File: src/rtl/gpio_mask_pkg.sv
package gpio_mask_pkg;

  localparam int unsigned BUS_W = 32;

  typedef enum logic [1:0] {
    SEL_NONE = 2'd0,
    SEL_DATA = 2'd1,
    SEL_DIR  = 2'd2
  } gpio_sel_e;

endpackage

File: src/rtl/gpio_rst_sync.sv
module gpio_rst_sync (
  input  logic clk,
  input  logic arst_n,
  output logic rst_n_o
);

  logic [1:0] rst_pipe_q;

  always_ff @(posedge clk or negedge arst_n) begin
    if (!arst_n) begin
      rst_pipe_q <= 2'b00;
    end else begin
      rst_pipe_q <= {rst_pipe_q[0], 1'b1};
    end
  end

  assign rst_n_o = rst_pipe_q[1];

endmodule

File: src/rtl/gpio_in_sync.sv
module gpio_in_sync #(
  parameter int unsigned WIDTH  = 8,
  parameter int unsigned STAGES = 2
) (
  input  logic             clk,
  input  logic             rst_n,
  input  logic [WIDTH-1:0] async_i,
  output logic [WIDTH-1:0] sync_o
);

  logic [WIDTH-1:0] stage_q [STAGES];

  for (genvar s = 0; s < STAGES; s++) begin : g_stage
    logic [WIDTH-1:0] stage_d;
    if (s == 0) begin : g_first
      assign stage_d = async_i;
    end else begin : g_next
      assign stage_d = stage_q[s-1];
    end

    always_ff @(posedge clk or negedge rst_n) begin
      if (!rst_n) begin
        stage_q[s] <= '0;
      end else begin
        stage_q[s] <= stage_d;
      end
    end
  end

  assign sync_o = stage_q[STAGES-1];

endmodule

File: src/rtl/gpio_bus_decode.sv
module gpio_bus_decode
  import gpio_mask_pkg::*;
#(
  parameter int unsigned ADDR_W     = 12,
  parameter int unsigned DATA_W     = 8,
  parameter logic [ADDR_W-1:0] DIR_OFFSET = 12'h400
) (
  input  logic              bus_valid,
  input  logic [ADDR_W-1:0] bus_addr,
  output gpio_sel_e         sel_o,
  output logic [DATA_W-1:0] mask_o
);

  localparam int unsigned MASK_LSB = 2;
  localparam int unsigned WIN_LSB  = MASK_LSB + DATA_W;

  logic in_window;
  logic is_dir;
  logic unused_byte_bits;

  assign in_window = (bus_addr[ADDR_W-1:WIN_LSB] == '0);
  assign is_dir    = (bus_addr == DIR_OFFSET);
  assign mask_o    = bus_addr[MASK_LSB +: DATA_W];
  assign unused_byte_bits = ^bus_addr[MASK_LSB-1:0];

  always_comb begin
    sel_o = SEL_NONE;
    if (bus_valid) begin
      if (in_window) begin
        sel_o = SEL_DATA;
      end else if (is_dir) begin
        sel_o = SEL_DIR;
      end
    end
  end

endmodule

File: src/rtl/gpio_mask_port.sv
module gpio_mask_port
  import gpio_mask_pkg::*;
#(
  parameter int unsigned DATA_W     = 8,
  parameter int unsigned ADDR_W     = 12,
  parameter int unsigned SYNC_DEPTH = 2,
  parameter logic [ADDR_W-1:0] DIR_OFFSET = 12'h400
) (
  input  logic              clk,
  input  logic              rst_n,
  input  logic              bus_valid,
  input  logic              bus_write,
  input  logic [ADDR_W-1:0] bus_addr,
  input  logic [BUS_W-1:0]  bus_wdata,
  output logic [BUS_W-1:0]  bus_rdata,
  input  logic [DATA_W-1:0] pin_in,
  output logic [DATA_W-1:0] pin_out,
  output logic [DATA_W-1:0] pin_oe
);

  logic              core_rst_n;
  gpio_sel_e         sel;
  logic [DATA_W-1:0] mask;
  logic [DATA_W-1:0] in_sync;
  logic [DATA_W-1:0] pin_view;
  logic [DATA_W-1:0] wr_byte;
  logic              unused_wdata_hi;

  logic [DATA_W-1:0] latch_q, latch_d;
  logic [DATA_W-1:0] dir_q,   dir_d;
  logic [BUS_W-1:0]  rdata_q, rdata_d;
  logic              latch_en, dir_en, rdata_en;

  gpio_rst_sync u_rst_sync (
    .clk     (clk),
    .arst_n  (rst_n),
    .rst_n_o (core_rst_n)
  );

  gpio_in_sync #(
    .WIDTH  (DATA_W),
    .STAGES (SYNC_DEPTH)
  ) u_in_sync (
    .clk     (clk),
    .rst_n   (core_rst_n),
    .async_i (pin_in),
    .sync_o  (in_sync)
  );

  gpio_bus_decode #(
    .ADDR_W     (ADDR_W),
    .DATA_W     (DATA_W),
    .DIR_OFFSET (DIR_OFFSET)
  ) u_decode (
    .bus_valid (bus_valid),
    .bus_addr  (bus_addr),
    .sel_o     (sel),
    .mask_o    (mask)
  );

  assign wr_byte         = bus_wdata[DATA_W-1:0];
  assign unused_wdata_hi = ^bus_wdata[BUS_W-1:DATA_W];

  // Per pin: outputs report the latch, inputs report the synchronized level.
  assign pin_view = (dir_q & latch_q) | (~dir_q & in_sync);

  always_comb begin
    latch_en = 1'b0;
    dir_en   = 1'b0;
    rdata_en = 1'b0;
    latch_d  = latch_q;
    dir_d    = dir_q;
    rdata_d  = rdata_q;

    if (bus_write) begin
      case (sel)
        SEL_DATA: begin
          latch_en = 1'b1;
          latch_d  = (latch_q & ~mask) | (wr_byte & mask);
        end
        SEL_DIR: begin
          dir_en = 1'b1;
          dir_d  = wr_byte;
        end
        default: ;
      endcase
    end else if (bus_valid) begin
      rdata_en = 1'b1;
      rdata_d  = '0;
      case (sel)
        SEL_DATA: rdata_d[DATA_W-1:0] = pin_view & mask;
        SEL_DIR:  rdata_d[DATA_W-1:0] = dir_q;
        default:  ;
      endcase
    end
  end

  always_ff @(posedge clk or negedge core_rst_n) begin
    if (!core_rst_n) begin
      latch_q <= '0;
    end else if (latch_en) begin
      latch_q <= latch_d;
    end
  end

  always_ff @(posedge clk or negedge core_rst_n) begin
    if (!core_rst_n) begin
      dir_q <= '0;
    end else if (dir_en) begin
      dir_q <= dir_d;
    end
  end

  always_ff @(posedge clk or negedge core_rst_n) begin
    if (!core_rst_n) begin
      rdata_q <= '0;
    end else if (rdata_en) begin
      rdata_q <= rdata_d;
    end
  end

  assign bus_rdata = rdata_q;
  assign pin_out   = latch_q;
  assign pin_oe    = dir_q;

endmodule

File: config.mk
export PLATFORM = sky130hd
export DESIGN_NAME = gpio_mask_port
export DESIGN_NICKNAME = d
export VERILOG_FILES = /design/src/rtl/gpio_mask_pkg.sv /design/src/rtl/gpio_rst_sync.sv /design/src/rtl/gpio_in_sync.sv /design/src/rtl/gpio_bus_decode.sv /design/src/rtl/gpio_mask_port.sv
export SDC_FILE = /design/constraint.sdc
export NUM_CORES = 1
export LEC_CHECK = 0
export BUFFER_PORTS_ARGS = -buffer_cell sky130_fd_sc_hd__buf_4
export CELL_PAD_IN_SITES_DETAIL_PLACEMENT = 0
export CELL_PAD_IN_SITES_GLOBAL_PLACEMENT = 1
export CORE_MARGIN = 2
export CORE_UTILIZATION = 33
export DETAILED_ROUTE_END_ITERATION = 10
export GPL_ROUTABILITY_DRIVEN = 0
export GPL_TIMING_DRIVEN = 0
export MAX_ROUTING_LAYER = met4
export PLACE_DENSITY_LB_ADDON = 0.05
export SYNTH_ARGS = -nofsm -noshare
export SYNTH_HDL_FRONTEND = slang
export SYNTH_SLANG_ARGS = --single-unit
File: constraint.sdc
create_clock -name clk -period 1.75 [get_ports clk]
set_input_delay 0.35 -clock clk [delete_from_list [all_inputs] [get_ports clk]]
set_output_delay 0.35 -clock clk [all_outputs]
set_load 0.05 [all_outputs]
**Word level (Yosys, flattened, before mapping)**

Cells that the tools add are included.

- Register bits after elaboration: 42
- Input bits: 56

- Mux-type cells: 10
- Equal/unequal tests: 3
- Bitwise operators: 10
- Reduce and logical (&&, ||, !) cells: 4

Operators with widths:

| operator | number |
|---|---|
| bitwise AND 8 bit | 5 |
| NOT 8 bit | 2 |
| OR 8 bit | 2 |
| case mux 8 bit (2 select lines) | 1 |
| == test 12 x 11 -> 1 bit, second input constant | 1 |
| AND reduction 3 bit | 3 |
| 2-to-1 mux 1 bit | 6 |
| 2-to-1 mux 2 bit | 3 |
| == test 2 x 1 -> 1 bit, second input constant | 1 |
| == test 2 bit, second input constant | 1 |
| zero test 2 bit | 1 |
| NOT 1 bit | 1 |

**Longest topological paths before layout**

Gate-level depths: netlist (run 1).

- Word-level depth: 8
- Depth in mapped cells: 4
- Gate-level depth less buffers: 3

**Modules after synthesis**

Synthesis (run 1) repeated with hierarchy kept, for this count alone.

- Cells, all modules: 150
- Area, all modules: 1898.1 um2

Modules (own cells, without submodules):

| module | sequential area each (um2) | cells an instance | times used | area each (um2) |
|---|---|---|---|---|
| gpio_mask_port | 600.6 | 117 | 1 | 1336.3 |
| gpio_in_sync | 400.4 | 16 | 1 | 400.4 |
| gpio_bus_decode | 0.0 | 14 | 1 | 107.6 |
| gpio_rst_sync | 50.0 | 3 | 1 | 53.8 |

**Least setup slack after synthesis (run 1)**

OpenSTA, ideal clock, no wires.

- Kind: input port to flip-flop
- Start: in bus_addr[4]
- End: reg dir_q[0] (netlist: pin_oe[0])
- Slack: 0.341 ns
- Library setup time: 0.125 ns
- Cell stages on the path: 4
- Data arrival time: 1.283 ns
- Path buffers: 1
- Cells stage by stage: nor4b_2 -> and4_1 -> buf_6 -> mux2_4

- Cells in the longest elaborated chain, start to end: 8

RTL lines:

| what | RTL line | source |
|---|---|---|
| start: declaration | gpio_mask_port.sv:13 | `input logic [ADDR_W-1:0] bus_addr,` |
| == test 12 x 11 -> 1 bit (*) | gpio_bus_decode.sv:22 | `assign is_dir = (bus_addr == DIR_OFFSET);` |
| 2-to-1 mux 2 bit (*) | gpio_bus_decode.sv:31 | `end else if (is_dir) begin` |
| 2-to-1 mux 2 bit (*) | gpio_bus_decode.sv:29 | `if (in_window) begin` |
| 2-to-1 mux 2 bit (*) | gpio_bus_decode.sv:28 | `if (bus_valid) begin` |
| == test 2 bit (*) | gpio_mask_port.sv:76 | `case (sel)` |
| 2-to-1 mux 1 bit | gpio_mask_port.sv:76 |  |
| 2-to-1 mux 1 bit | gpio_mask_port.sv:75 | `if (bus_write) begin` |
| AND reduction 3 bit (no line) (*) | - |  |
| end signal: assignment | gpio_mask_port.sv:110 | `dir_q <= dir_d;` |
| end: declaration | gpio_mask_port.sv:30 | `logic [DATA_W-1:0] dir_q, dir_d;` |

Every way passes the cells marked *; elsewhere a longest branch is shown, timed or not.
A chain may end at the register's enable or synchronous reset.

**Worst setup path after layout (run 1)**

- Start: in bus_addr[4]
- End: reg dir_q[5] (netlist: pin_oe[5])

The elaborated chain is that of the path after synthesis.

==> results of run 1 <==
[layer usage]
metal,global-route usage,up-vias
li1,-,597
met1,0.1596,596
met2,0.2299,48
met3,0.04598,4
met4,0.04211,0
met5,-,-
[synth_stat cells]
cell | instances | share of area
dfrtp_1 | 42 | 0.57
buf_4 | 24 | 0.098
mux2_2 | 16 | 0.098
a32oi_1 | 8 | 0.038
inv_1 | 8 | 0.016
mux2_4 | 8 | 0.065
nand2_1 | 8 | 0.016
o21ai_0 | 8 | 0.022
conb_1 | 2 | 0.0041
nor3b_1 | 2 | 0.0082
nor4b_2 | 2 | 0.016
and4_1 | 1 | 0.0048
and4bb_2 | 1 | 0.0068
buf_1 | 1 | 0.0020
buf_2 | 1 | 0.0027
buf_6 | 1 | 0.0061
nand2b_1 | 1 | 0.0034
nand4_1 | 1 | 0.0034
nor4_4 | 1 | 0.012
nor4b_1 | 1 | 0.0048
[path summary, 6_finish.rpt]
path / endpoint / depth (start not counted) / from
setup reg to reg: bus_rdata[3]$_DFFE_PN0P_ / 3 / pin_oe[3]$_DFFE_PN0P_
hold / removal: u_in_sync.g_stage[1].stage_d[4]$_DFF_PN0_ / 1 / pin_in[4]
setup / recovery: pin_oe[5]$_DFFE_PN0P_ / 5 / bus_addr[4]
hold reg to reg: u_in_sync.sync_o[5]$_DFF_PN0_ / 0 / u_in_sync.g_stage[1].stage_d[5]$_DFF_PN0_
min in group asynchronous: u_rst_sync.rst_pipe_q[1]$_DFF_PN0_ / 2 / rst_n
max in group asynchronous: async pin / 0 / u_rst_sync.rst_pipe_q[1]$_DFF_PN0_
[power by group]
part | total (mW) | switching (mW) | internal, mW | leakage [nW]
clock network | 0.757 | 0.331 | 0.426 | 0.0514
registers | 1.10 | 0.0599 | 1.04 | 0.529
logic | 0.580 | 0.380 | 0.200 | 0.663
total | 2.44 | 0.771 | 1.67 | 1.24
[cell type report]
cell class / instances / share of cell area
well taps: 72 / 0.03535
clock inverters: 2 / 0.01473
multi-input cells: 83 / 0.2523
inverters: 8 / 0.01178
clock buffers: 6 / 0.02847
flip-flops and latches: 42 / 0.4129
repair buffers: 56 / 0.1659
plain buffers: 27 / 0.07855
[critical path, stage by stage]
cell     delay (ns)
buf_4          0.12
nor4b_2        0.32
and4_1         0.25
buf_6          0.18
mux2_4         0.31
[metrics by stage]
step | worst slack, ns | power [mW] | hold slack, ns | area, µm² | util
6_report | 0.3940 | 2.439 | 0.1533 | 2549 | 0.4686
5_1_grt | 0.2874 | 2.563 | 0.1285 | 2549 | 0.4686
4_1_cts | 0.3539 | 2.467 | 0.1423 | 2549 | 0.4686
3_5_place_dp | 0.04768 | 1.701 | 0.1330 | 2429 | 0.4465
3_3_place_gp | 0.06463 | 1.693 | 0.1327 | 2427 | 0.4463
2_1_floorplan | 0.3414 | 1.515 | 0.05441 | 1924 | -
[cells in the final DEF (no fill, tap or decap), types with 2 or more instances in the layout]
| cell type | synthesis | final |
|---|---|---|
| buf_4 | 24 | 79 |
| dfrtp_1 | 42 | 41 |
| conb_1 | 2 | 25 |
| mux2_2 | 16 | 16 |
| mux2_4 | 8 | 8 |
| inv_1 | 8 | 8 |
| a32oi_1 | 8 | 8 |
| o21ai_0 | 8 | 8 |
| nand2_1 | 8 | 8 |
| clkbuf_8 | 0 | 5 |
| nor4b_2 | 2 | 2 |
| nor3b_1 | 2 | 2 |
[cell families (layout without fill, tap and decap cells)]
group | after synthesis | count (layout)
AOI/OAI and AO/OA | 16 | 16
buffers and inverters | 35 | 99
DFF | 42 | 42
muxes | 24 | 24
other | 2 | 25
and+or+nand+nor | 18 | 18
==> flow_summary.rst, run 1 <==
.. list-table::
   :header-rows: 1

   * - Metric
     - Value
   * - Peak fanout along the critical path
     - 8
   * - Post-layout nets
     - 279
   * - # IOs
     - 104
   * - HPWL after detailed placement
     - 2.899 mm
   * - Outcome
     - complete, no violations
   * - Setup repair after global routing missed its margin
     - no
   * - TritonCTS clock tree
     - done
   * - Final Setup Violations
     - 0
   * - Overall die height
     - 78.63 µm
   * - Pins Over Slew Limit
     - 0
   * - FILL cells
     - 515
   * - Clock transition at the registers of the reported paths
     - 0.09 ns
   * - Time the final worst path needs with I/O delays and setup
     - 1.356 ns
   * - Detailed-route via count
     - 1245
   * - Routed wire per std cell
     - 13.35 µm
   * - Crit Path Class
     - in2reg
   * - Wire length on met2
     - 2.013 mm
   * - Count of state elements after synthesis
     - 42
   * - Count of routing violations after the opening detailed-route iteration
     - 40
   * - Proportion of layout cells with a drive suffix above 1
     - 0.5223
   * - Overall die width
     - 78.63 µm
   * - Worst-case register-to-register setup slack
     - 0.55 ns
   * - Final hold violation count
     - 0
   * - Non-filler cells in the finished layout
     - 296
   * - Worst Path Required
     - 1.93 ns
   * - CTS Buf Count
     - 5
   * - Final Skew
     - 0.01206 ns
   * - IO buf count
     - 55
   * - H-tree depth
     - 2
   * - Number of buffers between clock root and the deepest sink
     - 2
   * - Number of max-capacitance violations reported
     - 0
   * - Final wirelength
     - 3.952 mm
   * - Antenna violations before repair
     - 0
   * - Worst setup SP type
     - input port
   * - 1st-pass router iterations
     - 4
   * - Simple-gate area share of the yosys netlist
     - 0.07556
   * - Synth-to-Final Area Change
     - 38.67%
   * - Global-route wire length before repair
     - 6.258 mm
   * - Multi-input gate area
     - 643.1 µm²
   * - Post-CTS setup buffer count
     - 0
   * - Worst IR drop on VDD
     - 0.0007967 V
   * - Main combinational cell family by area after synthesis
     - multiplexers
   * - Final worst path period share
     - 0.7748
   * - Cell total after placement
     - 287
   * - Arrival time of the worst setup path
     - 1.53 ns
   * - Pin count of the biggest net entering global routing
     - 41
   * - Area taken by flip-flops and latches
     - 1052 µm²
   * - Power per Cell Area
     - 957.1 nW/µm²
   * - Final antenna diode count
     - 0
   * - Remaining design rule violation count
     - 0
   * - Post-route met1 wirelength
     - 1.665 mm
   * - CTS-repair resized insts
     - 0
   * - Adder-Cell Fraction of Synth Area
     - 0
   * - Critical path capture point type
     - register
   * - Count of hold-fix buffers inserted at cts
     - 1
   * - Clock latency on the worst-skew pair
     - 0.30 ns
   * - Setup TNS
     - 0 ns
   * - Global routing usage summed across all routing layers
     - 0.1385
   * - Detail Route Antenna Nets
     - 0
   * - Leakage power figure
     - 1.243 nW
   * - Fraction of the mapped netlist area in compound gates
     - 0.05990
   * - Max frequency
     - 0.7375 GHz
   * - Post-synth design cell area
     - 1838 µm²
   * - Type of the most critical hold path
     - in2reg
   * - Floorplan Core Area
     - 5439 µm²
   * - Sinks on Clock Net
     - 42
   * - Effective utilization at floorplan
     - 0.3379
   * - Yosys warns
     - 0
   * - GRT Residual Overflow
     - 0
   * - Seq/Total Area, Yosys
     - 0.5718
   * - Fraction of synthesized area in multiplexers
     - 0.1634
   * - Total number of placement rows
     - 27
   * - Uppermost metal layer occupied by signal nets
     - met4
   * - Mapped Cells
     - 137
   * - Root cell of the clock tree
     - clkbuf_8
   * - Actual transition at the worst max-transition pin
     - 0.8731 ns
   * - Overall die area
     - 6183 µm²
   * - Max_slew headroom
     - 0.4164
   * - Wire length on met3
     - 248 µm
   * - Mean area per synthesized cell
     - 13.42 µm²
   * - Vias in the first global route
     - 1237
   * - Average via count per standard cell
     - 4.206
   * - XOR/XNOR Fraction of Synth Area
     - 0
   * - Post-synth cell types
     - 20
(Power assumes the default switching activity.)
==> run 2: changes to the inputs <==
--- a/config.mk
+++ b/config.mk
@@ -5,11 +5,12 @@
 export SDC_FILE = /design/constraint.sdc
 export NUM_CORES = 1
 export LEC_CHECK = 0
+export ABC_AREA = 1
 export BUFFER_PORTS_ARGS = -buffer_cell sky130_fd_sc_hd__buf_4
 export CELL_PAD_IN_SITES_DETAIL_PLACEMENT = 0
 export CELL_PAD_IN_SITES_GLOBAL_PLACEMENT = 1
 export CORE_MARGIN = 2
-export CORE_UTILIZATION = 33
+export CORE_UTILIZATION = 29
 export DETAILED_ROUTE_END_ITERATION = 10
 export GPL_ROUTABILITY_DRIVEN = 0
 export GPL_TIMING_DRIVEN = 0
==> constraint.sdc (replaced) <==
create_clock -name clk -period 1.15 [get_ports clk]
set_input_delay 0.23 -clock clk [delete_from_list [all_inputs] [get_ports clk]]
set_output_delay 0.23 -clock clk [all_outputs]
set_load 0.05 [all_outputs]
==> flow_summary.rst, run 2 <==
.. list-table::
   :header-rows: 1

   * - Metric
     - Value
   * - GRT Residual Overflow
     - 0 (unchanged)
   * - Combinational fraction of design power
     - 0.288 (was 0.238)
   * - Post-route standard cell area excluding fillers
     - 2974 µm² (was 2549 µm²)
   * - Overall die height
     - 88.32 µm (was 78.63 µm)
   * - Top cell type by total area after synthesis
     - dfrtp_1 (unchanged)
   * - Average via count per standard cell
     - 3.855 (was 4.206)
   * - Commonest register cell after synthesis
     - dfrtp_1 (unchanged)
   * - Worst IR drop on VDD
     - 0.0004762 V (was 0.0007967 V)
   * - Synth-to-Final Area Change
     - 44.24% (was 38.67%)
   * - Yosys warns
     - 0 (unchanged)
   * - Count of state elements after synthesis
     - 42 (unchanged)
   * - Final Power
     - 3.766 mW (was 2.439 mW)
   * - Cell Chain, Critical Path
     - buf_6 (was buf_4 -> nor4b_2 -> and4_1 -> buf_6 -> mux2_4)
   * - Mapped Cells
     - 244 (was 137)
   * - Remaining design rule violation count
     - 0 (unchanged)
   * - Detailed-route via count
     - 1704 (was 1245)
   * - Effective utilization at floorplan
     - 0.3018 (was 0.3379)
   * - Worst-case register-to-register setup slack
     - 0.10 ns (was 0.55 ns)
   * - Crit Path Class
     - reg2out (was in2reg)
   * - Mean area per synthesized cell
     - 8.451 µm² (was 13.42 µm²)
   * - Slowest-stage cell, CP
     - dfrtp_2 (was nor4b_2)
   * - IO buf count
     - 54 (was 55)
   * - Outcome
     - complete, no violations (unchanged)
   * - Leakage power figure
     - 1.533 nW (was 1.243 nW)
   * - Routed wire per std cell
     - 11.08 µm (was 13.35 µm)
   * - TritonCTS clock tree
     - done (unchanged)
   * - Crit path depth
     - 1 (was 5)
   * - Most frequent cell after synthesis
     - nand2_1 (was dfrtp_1)
   * - Final worst path period share
     - 0.9866
   * - Seq/Total Area, Yosys
     - 0.5097 (was 0.5718)
   * - Vias in the first global route
     - 1561 (was 1237)
   * - Critical Path Start
     - pin_oe[2]$_DFFE_PN0P_ (was bus_addr[4])
   * - Worst Path Required
     - 0.92 ns (was 1.93 ns)
   * - Peak fanout along the critical path
     - 5 (was 8)
   * - FILL cells
     - 735 (was 515)
   * - Worst Setup EP
     - pin_oe[2] (was pin_oe[5]$_DFFE_PN0P_)
   * - Final antenna diode count
     - 0 (unchanged)
   * - Max_slew headroom
     - 0.6494 (was 0.4164)
   * - Post-layout nets
     - 401 (was 279)
   * - Setup repair after global routing missed its margin
     - yes (was no)
   * - Number of cells traversed by the worst register-to-register path
     - 6 (was 3)
   * - Most common library cell in the layout ignoring fill and taps
     - buf_4 (unchanged)
   * - Final Skew
     - 0.003837 ns (was 0.01206 ns)
   * - Proportion of layout cells with a drive suffix above 1
     - 0.3786 (was 0.5223)
   * - Detail Route Antenna Nets
     - 0 (unchanged)
   * - Antenna violations before repair
     - 0 (unchanged)
   * - End of the worst register-to-register path
     - bus_rdata[1]$_DFFE_PN0P_ (was bus_rdata[3]$_DFFE_PN0P_)
   * - Worst path buffer plus inverter count
     - 1 (was 2)
   * - Critical path capture point type
     - output pin (was register)
   * - Most area-consuming cells after synthesis
     - dfrtp_1, nand2_1, buf_4 (was dfrtp_1, buf_4, mux2_2)
   * - Cell class contributing the biggest share of worst-path delay
     - flip-flops (was simple AND/OR/NAND/NOR gates)
   * - CTS Buf Count
     - 5 (unchanged)
   * - Internal power
     - 2.453 mW (was 1.668 mW)
   * - Clock transition at the registers of the reported paths
     - 0.08 ns (was 0.09 ns)
   * - Final hold violation count
     - 0 (unchanged)
   * - Floorplan Core Area
     - 6832 µm² (was 5439 µm²)
   * - Fraction of post-synthesis cell area in the top cell type by area
     - 0.5097 (was 0.5718)
   * - Beginning of the worst register-to-register path
     - pin_oe[1]$_DFFE_PN0P_ (was pin_oe[3]$_DFFE_PN0P_)
   * - Final Setup Violations
     - 0 (unchanged)
   * - Post-synth cell types
     - 19 (was 20)
   * - Type of the most critical hold path
     - in2reg (unchanged)
   * - Overall die area
     - 7800 µm² (was 6183 µm²)
   * - Number of buffers between clock root and the deepest sink
     - 2 (unchanged)
   * - Synth async-reset ratio
     - 1.000 (unchanged)
   * - Adder-Cell Fraction of Synth Area
     - 0 (unchanged)
   * - Root cell of the clock tree
     - clkbuf_8 (unchanged)
   * - Final wirelength
     - 4.897 mm (was 3.952 mm)
   * - Fraction of synthesized area in multiplexers
     - 0 (was 0.1634)
   * - # IOs
     - 104 (unchanged)
   * - Worst setup SP type
     - register (was input port)
   * - H-tree depth
     - 2 (unchanged)
   * - Global-route wire length before repair
     - 7.700 mm (was 6.258 mm)
   * - List of most frequent post-synthesis cells
     - nand2_1, dfrtp_1, inv_1, nor2_1, buf_4 (was dfrtp_1, buf_4, mux2_2)
   * - Pin count of the biggest net entering global routing
     - 41 (unchanged)
   * - Simple-gate area share of the yosys netlist
     - 0.2415 (was 0.07556)
   * - Global routing usage summed across all routing layers
     - 0.1363 (was 0.1385)
   * - Delay contributed by the slowest stage of the critical path
     - 0.45 ns (was 0.32 ns)
   * - Post-synth design cell area
     - 2062 µm² (was 1838 µm²)
   * - Proportion of power drawn by the clock network
     - 0.259 (was 0.310)
   * - Main combinational cell family by area after synthesis
     - simple AND/OR/NAND/NOR gates (was multiplexers)
   * - Pins Over Slew Limit
     - 0 (unchanged)
   * - Count of routing violations after the opening detailed-route iteration
     - 63 (was 40)
   * - Actual transition at the worst max-transition pin
     - 0.5259 ns (was 0.8731 ns)
   * - Net switching share of the total power
     - 0.3485 (was 0.3161)
   * - Power per Cell Area
     - 1266 nW/µm² (was 957.1 nW/µm²)
   * - Count of flip-flops with a built-in enable after synthesis
     - 0 (unchanged)
   * - Total number of placement rows
     - 30 (was 27)
   * - Switch Pwr
     - 1.312 mW (was 771.0 µW)
   * - Overall die width
     - 88.32 µm (was 78.63 µm)
   * - Leading cell types in the layout, fill and taps excluded
     - buf_4, nand2_1, inv_1 (was buf_4, dfrtp_1, conb_1)
   * - Fraction of the mapped netlist area in compound gates
     - 0.07646 (was 0.05990)
   * - Sinks on Clock Net
     - 42 (unchanged)
   * - HPWL after detailed placement
     - 3.501 mm (was 2.899 mm)
   * - Clock latency on the worst-skew pair
     - 0.29 ns (was 0.30 ns)
   * - 1st-pass router iterations
     - 4 (unchanged)
   * - Time the final worst path needs with I/O delays and setup
     - 1.135 ns
   * - XOR/XNOR Fraction of Synth Area
     - 0 (unchanged)
   * - Max frequency
     - 0.8814 GHz
   * - Fraction of power consumed by sequential logic
     - 0.452 (about the same)
   * - Arrival time of the worst setup path
     - 0.90 ns (was 1.53 ns)
   * - Instance area after placement
     - 2690 µm² (was 2429 µm²)
   * - Number of max-capacitance violations reported
     - 0 (unchanged)
[run 2: changes by cell type after synthesis, moves of 4 or more]
cell,change
a21oi_1,+8
a32oi_1,-8
inv_1,+29
mux2_2,-16
mux2_4,-8
nand2_1,+42
nand3_1,+16
nor2_1,+33
nor2_4,+4
o21ai_2,+8
[run 2: worst min path at each step]
stage                   start                                         to  cells past startpoint
CTS                 pin_in[0]  u_in_sync.g_stage[1].stage_d[0]$_DFF_PN0_                      1
floorplan               rst_n         u_rst_sync.rst_pipe_q[0]$_DFF_PN0_                      0
global placement        rst_n         u_rst_sync.rst_pipe_q[0]$_DFF_PN0_                      1
detailed placement      rst_n         u_rst_sync.rst_pipe_q[0]$_DFF_PN0_                      1
global route        pin_in[5]  u_in_sync.g_stage[1].stage_d[5]$_DFF_PN0_                      1
finish              pin_in[4]  u_in_sync.g_stage[1].stage_d[4]$_DFF_PN0_                      1
[run 2: cells by family after synthesis]
family / after synthesis
simple gates: 111
buf+inv: 64
flops: 42
compound gates: 25
other cells: 2
[run 2: power groups by stage]
stage / Combinational, mW / Clock (mW) / Sequential (mW)
detailed placement: 1.03 / 0 / 1.73
floorplan: 0.411 / 0 / 2.04
CTS: 1.04 / 1.03 / 1.70
global placement: 1.03 / 0 / 1.73
finish: 1.08 / 0.977 / 1.70
global route: 1.16 / 1.09 / 1.73
[run 2: cell type report]
| cell class | count | area [µm²] | share of cell area |
|---|---|---|---|
| multi-input combinational | 161 | 759.5 | 0.2554 |
| tap | 96 | 120.1 | 0.04039 |
| clock buffer | 7 | 86.33 | 0.02903 |
| buffer | 26 | 210.2 | 0.07068 |
| clock inverter | 1 | 5.005 | 0.001683 |
| sequential | 42 | 1062 | 0.3572 |
| timing repair buffer | 71 | 585.6 | 0.1969 |
| inverter | 38 | 145.1 | 0.04880 |
[run 2: per-layer routing]
layer	global-route usage	part of all wire	routed length, µm
met5	-	0	0
met4	0.04132	0.0084	41
met3	0.03265	0.070	343
met2	0.2146	0.48	2337
met1	0.1746	0.44	2174
[run 2: timing repair]
action | in CTS | in global routing
hold buffers | 1 | 0
gates cloned | 0 | 0
endpoints found under the setup margin | 16 | 67
buffers inserted | 4 | 12
gates resized for setup | 5 | 8
pin swaps | 0 | 4
hold endpoints to repair | 2 | 0
[run 2: stage by stage]
step	setup TNS, ns	std cells	hold WS [ns]	setup WS, ns	utilization
floorplan	0	267	-0.06559	0.001740	-
global placement	-6.606	417	0.01290	-0.3651	0.3938
detailed placement	-6.543	417	0.01324	-0.3759	0.3938
CTS	0	430	0.03051	0.002387	0.4159
global route	-0.04396	442	0.02506	-0.02287	0.4353
finish	0	442	0.04268	0.01545	0.4353
